--- config.mk ---
export PLATFORM = sky130hd
export DESIGN_NAME = nco_tick_gen
export DESIGN_NICKNAME = d
export VERILOG_FILES = /design/src/rtl/nco_pkg.sv /design/src/rtl/nco_word_stage.sv /design/src/rtl/nco_phase_acc.sv /design/src/rtl/nco_edge_tick.sv /design/src/rtl/nco_tick_gen.sv
export SDC_FILE = /design/constraint.sdc
export NUM_CORES = 1
export LEC_CHECK = 0
export BUFFER_PORTS_ARGS = -buffer_cell sky130_fd_sc_hd__buf_2
export CORE_MARGIN = 2
export CORE_UTILIZATION = 44
export CTS_CLUSTER_DIAMETER = 40
export DETAILED_ROUTE_END_ITERATION = 8
export GPL_TIMING_DRIVEN = 0
export HOLD_SLACK_MARGIN = 0.15
export PLACE_DENSITY = 0.71
export SLEW_MARGIN = 20
export SYNTH_ARGS = -nofsm -noshare
export SYNTH_HDL_FRONTEND = slang
export SYNTH_HIERARCHICAL = 1
export SYNTH_SLANG_ARGS = --single-unit
--- constraint.sdc ---
create_clock -name clk -period 7.55 [get_ports clk]
set_input_delay 0.755 -clock clk [delete_from_list [all_inputs] [get_ports clk]]
set_output_delay 0.755 -clock clk [all_outputs]
set_load 0.01 [all_outputs]
--- src/rtl/nco_pkg.sv ---
// Shared types for the phase accumulator oscillator.
// Assumes: consumers import the package; no state is held here.
package nco_pkg;
    typedef enum logic {
        PH_HOLD = 1'b0,
        PH_STEP = 1'b1
    } phase_mode_e;
endpackage

--- src/rtl/nco_word_stage.sv ---
// Holds the staged upper byte and the active control word, and folds the word
// into the phase increment.
// Assumes: the upper byte is written before (or together with) the lower byte;
// only a lower-byte write changes the active word.
module nco_word_stage #(
    parameter int WORD_W = 16,
    parameter int BYTE_W = 8
) (
    input  logic                     clk,
    input  logic                     rst_n,
    input  logic                     hi_wr_en,
    input  logic [WORD_W-BYTE_W-1:0] hi_wr_data,
    input  logic                     lo_wr_en,
    input  logic [BYTE_W-1:0]        lo_wr_data,
    output logic [WORD_W-1:0]        incr
);
    localparam int HI_W = WORD_W - BYTE_W;

    logic [HI_W-1:0]   hi_stage;
    logic [HI_W-1:0]   hi_merge;
    logic [WORD_W-1:0] act_word;

    // Purpose: capture the upper byte without touching the active word.
    always_ff @(posedge clk) begin
        if (!rst_n)        hi_stage <= '0;
        else if (hi_wr_en) hi_stage <= hi_wr_data;
    end

    // Purpose: pick the upper byte being written this cycle if there is one.
    always_comb begin
        hi_merge = hi_wr_en ? hi_wr_data : hi_stage;
    end

    // Purpose: commit the full word in one step on a lower-byte write.
    always_ff @(posedge clk) begin
        if (!rst_n)        act_word <= '0;
        else if (lo_wr_en) act_word <= {hi_merge, lo_wr_data};
    end

    // Purpose: sign-fold words at or above half scale to their two's complement.
    always_comb begin
        if (act_word[WORD_W-1]) incr = ~act_word + WORD_W'(1);
        else                    incr = act_word;
    end

    // an upper-byte-only write leaves the active word unchanged
    p_hi_stage_only_r2: assert property (@(posedge clk) disable iff (!rst_n)
        (hi_wr_en && !lo_wr_en) |=> $stable(act_word));

    // the lower half of the active word is the byte just written
    p_lo_commit_r3: assert property (@(posedge clk) disable iff (!rst_n)
        lo_wr_en |=> (act_word[BYTE_W-1:0] == $past(lo_wr_data)));

    // word plus folded increment wraps to zero whenever the top bit is set
    p_fold_sum_r4: assert property (@(posedge clk) disable iff (!rst_n)
        act_word[WORD_W-1] |-> (WORD_W'(act_word + incr) == '0));
endmodule

--- src/rtl/nco_phase_acc.sv ---
// Phase register that advances by the increment each clock while running.
// Assumes: the increment is stable for the cycle; zero increment counts as idle.
module nco_phase_acc
    import nco_pkg::*;
#(
    parameter int WORD_W = 16
) (
    input  logic              clk,
    input  logic              rst_n,
    input  logic              run,
    input  logic [WORD_W-1:0] incr,
    output logic              phase_msb
);
    phase_mode_e       mode;
    logic [WORD_W-1:0] phase;

    // Purpose: decide whether the phase steps or is held cleared.
    always_comb begin
        mode = (run && (incr != '0)) ? PH_STEP : PH_HOLD;
    end

    // Purpose: advance the phase modulo 2^WORD_W, or clear it when idle.
    always_ff @(posedge clk) begin
        if (!rst_n)               phase <= '0;
        else if (mode == PH_STEP) phase <= phase + incr;
        else                      phase <= '0;
    end

    assign phase_msb = phase[WORD_W-1];

    // run low clears the phase on the next edge
    p_idle_clear_r8: assert property (@(posedge clk) disable iff (!rst_n)
        !run |=> (phase == '0));

    // a zero increment clears the phase on the next edge
    p_zero_incr_r9: assert property (@(posedge clk) disable iff (!rst_n)
        (incr == '0) |=> (phase == '0));
endmodule

--- src/rtl/nco_edge_tick.sv ---
// Produces a one-cycle pulse on each 0-to-1 transition of the wave.
// Assumes: the wave comes straight from a register clocked by clk.
module nco_edge_tick (
    input  logic clk,
    input  logic rst_n,
    input  logic wave,
    output logic tick
);
    logic wave_q;

    // Purpose: remember the previous wave level.
    always_ff @(posedge clk) begin
        if (!rst_n) wave_q <= 1'b0;
        else        wave_q <= wave;
    end

    // Purpose: flag the first high cycle of each high phase.
    always_comb begin
        tick = wave & ~wave_q;
    end
endmodule

--- src/rtl/nco_tick_gen.sv ---
// Top level of the sign-folded phase accumulator oscillator: word staging,
// phase accumulation and rising-edge tick.
// Assumes: one reference clock domain and synchronous active-low reset.
module nco_tick_gen #(
    parameter int WORD_W = 16,
    parameter int BYTE_W = 8
) (
    input  logic                     clk,
    input  logic                     rst_n,
    input  logic                     hi_wr_en,
    input  logic [WORD_W-BYTE_W-1:0] hi_wr_data,
    input  logic                     lo_wr_en,
    input  logic [BYTE_W-1:0]        lo_wr_data,
    input  logic                     run,
    output logic                     wave_out,
    output logic                     tick
);
    logic [WORD_W-1:0] incr;

    nco_word_stage #(.WORD_W(WORD_W), .BYTE_W(BYTE_W)) u_word (
        .clk        (clk),
        .rst_n      (rst_n),
        .hi_wr_en   (hi_wr_en),
        .hi_wr_data (hi_wr_data),
        .lo_wr_en   (lo_wr_en),
        .lo_wr_data (lo_wr_data),
        .incr       (incr)
    );

    nco_phase_acc #(.WORD_W(WORD_W)) u_acc (
        .clk       (clk),
        .rst_n     (rst_n),
        .run       (run),
        .incr      (incr),
        .phase_msb (wave_out)
    );

    nco_edge_tick u_tick (
        .clk   (clk),
        .rst_n (rst_n),
        .wave  (wave_out),
        .tick  (tick)
    );

    // a tick only appears while the output is high
    p_tick_high_r7: assert property (@(posedge clk) disable iff (!rst_n)
        tick |-> wave_out);

    // a tick never lasts two cycles
    p_tick_single_r7: assert property (@(posedge clk) disable iff (!rst_n)
        tick |=> !tick);

    // run low forces the output low on the next edge
    p_wave_idle_r8: assert property (@(posedge clk) disable iff (!rst_n)
        !run |=> (!wave_out && !tick));
endmodule

==> impl_results.md <==
* Run status: finished clean
* #FFs+latches synth at 41
* Final setup fails at 0
* Synth async-reset ratio at 0%
* Slew @ Worst Pin at 0.5321 ns
* Register area share after synthesis at 34.27%
* Worst Setup EP: u_acc/phase[12]$_SDFF_PN0_
* Die Ht at 77.78 µm
* Syn_area_per_cell at approximately 9.3 µm²
* Slew margin rel. at 64.15%
* Share of layout cells above drive strength 1 at between 10% and 20%
* R2R depth at 10
* Worst flop-to-flop path startpoint: u_word/act_word[15]$_SDFFE_PN0P_
* EDFF count, synth at 0
* CTS sink count at 41
* Routed len/inst at 13.50 µm
* I/O pins at 23
* R2r setup slk at 4.28 ns
* FF-to-FF End: u_acc/phase[12]$_SDFF_PN0_
* Placer congestion estimate at just under 0.9
* Largest net degree at the start of global routing at 13
* DR DRC count at 0
* Initial Util at 46.30%
* Fmax at 305.7 MHz
* Crit path DAT at 3.44 ns
* Post-Synthesis Cells at 257
* Leak at 1.201 nW
* Final WL at 4.779 mm
* Core Util, Final at 51.94%
* Slew Viols, Final at 0
* Fin Clk Skew at around 0.0057 ns
* Max FO, Critical Path at 10
* # Max-Cap Violations at 0
* Die Area at 6049 µm²
* Final Hold Viols at 0
* Initial antenna violation count at 0
* Placed wire-length estimate at roughly 3.6 mm
* Post-cts gate resize count at 0
* Comb pwr share at 24.6%
* Sw Pwr at about 160 µW
* Clk network pwr share at 31.0%
* P_int at 384.5 µW
* Sequential Power Share at 44.4%
* Syn_nets at about 300
* Clock Path Buffers at 2
* Crit start category: flop
* Mapped Area at between 2000 and 2500 µm²
* Worst EP required at between 7 and 8 ns
* Vias/cell at 5.444
* Synth unique cells at 50
* Maximum vdd drop at 0.1090 mV
* RSZ-0062 raised after global routing: false
* I/O Buffers at 20
* H-tree Lvls at 2
* Routed via count at 1927
* Critical path start-end classification: reg -> reg
* Vias in the first global route at approximately 1800
* Most used DFF post-synth: dfxtp_1
* Crit path from: u_word/act_word[15]$_SDFFE_PN0P_
* Synth warn at 6
* Post-CTS setup buffer count at 0
* Final nets at approximately 320
* 1st-pass router iterations at 4
* Period Utilization, post-route at 43.32%
* Sw Ratio at between 20% and 30%
* Final TNS setup at 0 ns
* Final Critical Period at 3.271 ns
* Core ar. at between 5000 and 6000 µm²
* Later-pin clock latency in the skew report at ~0.28 ns
* First-pass GRT wire length at 8.383 mm
* Num CTS Buffers at 5
* Layout area overhead at 12.17%
* CP Capture Type: flop
* Tightest Hold Check Type: reg -> reg
* Reg clk slew, reported paths at 0.08 ns
* Clock Tree Root: clkbuf_8
* CTS Hold Bufs at 0
* Post-route antenna net violation count at 0
* Diode count at 0
* GRT Total Usage at 16.94%
* PwrDens at 201.0 nW/µm²
* Drt first-iter violations at 93
* Std-Cell Rows at 26
* GRT Residual Overflow at 0
* CTS tree: yes
* Die X at 77.78 µm
[worst min path at each step]
stage / start / depth (start not counted) / end / slack, ns
after floorplan: u_word/hi_stage[0]$_SDFF_PN0_ / 2 / u_word/hi_stage[0]$_SDFF_PN0_ / 0.48
after global placement: u_word/hi_stage[0]$_SDFF_PN0_ / 2 / u_word/hi_stage[0]$_SDFF_PN0_ / 0.50
after detailed placement: u_word/hi_stage[2]$_SDFF_PN0_ / 2 / u_word/hi_stage[2]$_SDFF_PN0_ / 0.50
after CTS: u_acc/phase[15]$_SDFF_PN0_ / 1 / u_tick/wave_q$_SDFF_PN0_ / 0.52
after global routing: u_acc/phase[15]$_SDFF_PN0_ / 1 / u_tick/wave_q$_SDFF_PN0_ / 0.55
final: u_word/hi_stage[2]$_SDFF_PN0_ / 2 / u_word/hi_stage[2]$_SDFF_PN0_ / 0.51
[sequential cells by signal (all words and copies together), names as in the netlist]
register / cells
u_tick/wave_q: 1
u_word/act_word: 16
u_word/hi_stage: 8
u_acc/phase: 16
[kinds of logic after synthesis]
| kind of cell | share of synthesized area, % |
|---|---|
| buffers and inverters | 3.448 |
| XOR/XNOR | 8.777 |
| multiplexers | 7.158 |
| flip-flops | 34.27 |
| adder cells (fa/ha/maj) | 9.195 |
| AO/OA/AOI/OAI | 19.23 |
| AND/OR/NAND/NOR | 17.92 |
[cell type report]
cell class | instances | area (µm²)
timing repair buffer | 20 | 100.1
clock buffer | 5 | 68.82
sequential | 41 | 820.8
clock inverter | 2 | 35.03
inverter | 8 | 30.03
fill | 476 | 2486
tap | 70 | 87.58
multi-input combinational | 197 | 1491
buffer | 11 | 52.55
[worst max-delay path, stage by stage, from the launching register on]
cell,delay (ns)
dfxtp_1,0.31
clkbuf_1,0.26
clkbuf_1,0.43
o21ai_0,0.33
fa_1,0.55
a211oi_2,0.31
o21bai_2,0.13
a21oi_4,0.23
o21ai_1,0.12
o22ai_1,0.16
mux2_1,0.33
[synthesized netlist by cell type, drive strengths merged (2+ instances only)]
| master | number | area [µm²] |
|---|---|---|
| xnor2 | 19 | 166.4 |
| nor2 | 19 | 73.82 |
| nand2 | 16 | 60.06 |
| or4 | 4 | 33.78 |
| a21oi | 13 | 80.08 |
| xor2 | 5 | 43.79 |
| or2 | 3 | 18.77 |
| dfxtp | 41 | 820.8 |
| nor3 | 5 | 25.02 |
| mux2i | 16 | 160.2 |
| nor2b | 17 | 113.9 |
| a21o | 5 | 37.54 |
| ha | 16 | 200.2 |
| nand3 | 3 | 15.01 |
| a211oi | 2 | 20.02 |
| nor4 | 4 | 25.02 |
| a31oi | 2 | 18.77 |
| o31ai | 5 | 37.54 |
| clkbuf | 9 | 33.78 |
| o211a | 8 | 80.08 |
| o21bai | 2 | 18.77 |
| or3 | 2 | 12.51 |
| inv | 8 | 30.03 |
| o21ai | 13 | 65.06 |
| o41ai | 4 | 35.03 |
| buf | 2 | 18.77 |
[cells in the final DEF (no fill, tap or decap), types with 2 or more instances in the layout]
cell | netlist | final
dfxtp_1 | 41 | 41
buf_2 | 0 | 20
xnor2_1 | 19 | 19
nor2_1 | 18 | 18
nand2_1 | 16 | 16
ha_1 | 16 | 16
mux2i_1 | 16 | 16
nor2b_1 | 16 | 16
a21oi_1 | 11 | 11
clkbuf_1 | 9 | 9
o21ai_0 | 9 | 9
inv_1 | 8 | 8
o211a_1 | 8 | 8
clkbuf_8 | 0 | 5
a21o_1 | 5 | 5
nor3_1 | 5 | 5
xor2_1 | 5 | 5
o31ai_1 | 5 | 5
nor4_1 | 4 | 4
o21ai_1 | 4 | 4
o41ai_1 | 4 | 4
nand3_1 | 3 | 3
or2_2 | 3 | 3
or4_1 | 3 | 3
or3_1 | 2 | 2
[through the flow]
stage          area [µm²]  setup WS (ns)  power, mW  hold WS (ns)  std cells
5_1_grt              2686          4.068     0.5743        0.5503        354
3_3_place_gp         2582          4.427     0.3722        0.4971        347
6_report             2686          4.279     0.5398        0.5146        354
3_5_place_dp         2582          4.364     0.3748        0.5038        347
2_1_floorplan        2395          4.676     0.3464        0.4784        257
4_1_cts              2686          4.343     0.5459        0.5248        354
[power groups by stage]
stage,sequential [mW],clock [mW],combinational [mW]
after floorplan,0.242,0,0.104
after global placement,0.244,0,0.128
after detailed placement,0.245,0,0.130
after CTS,0.240,0.174,0.132
after global routing,0.242,0.185,0.148
final,0.240,0.167,0.133
[metal layers]
metal	global-route usage (%)	up-vias	wire length (µm)	share of wire (%)
li1	-	975	-	-
met4	3.214	0	9	0.19
met5	0	-	0	0
met1	22.64	915	2349	49
met3	4.302	2	149	3.1
met2	27.67	35	2271	48
(Power assumes the default switching activity.)
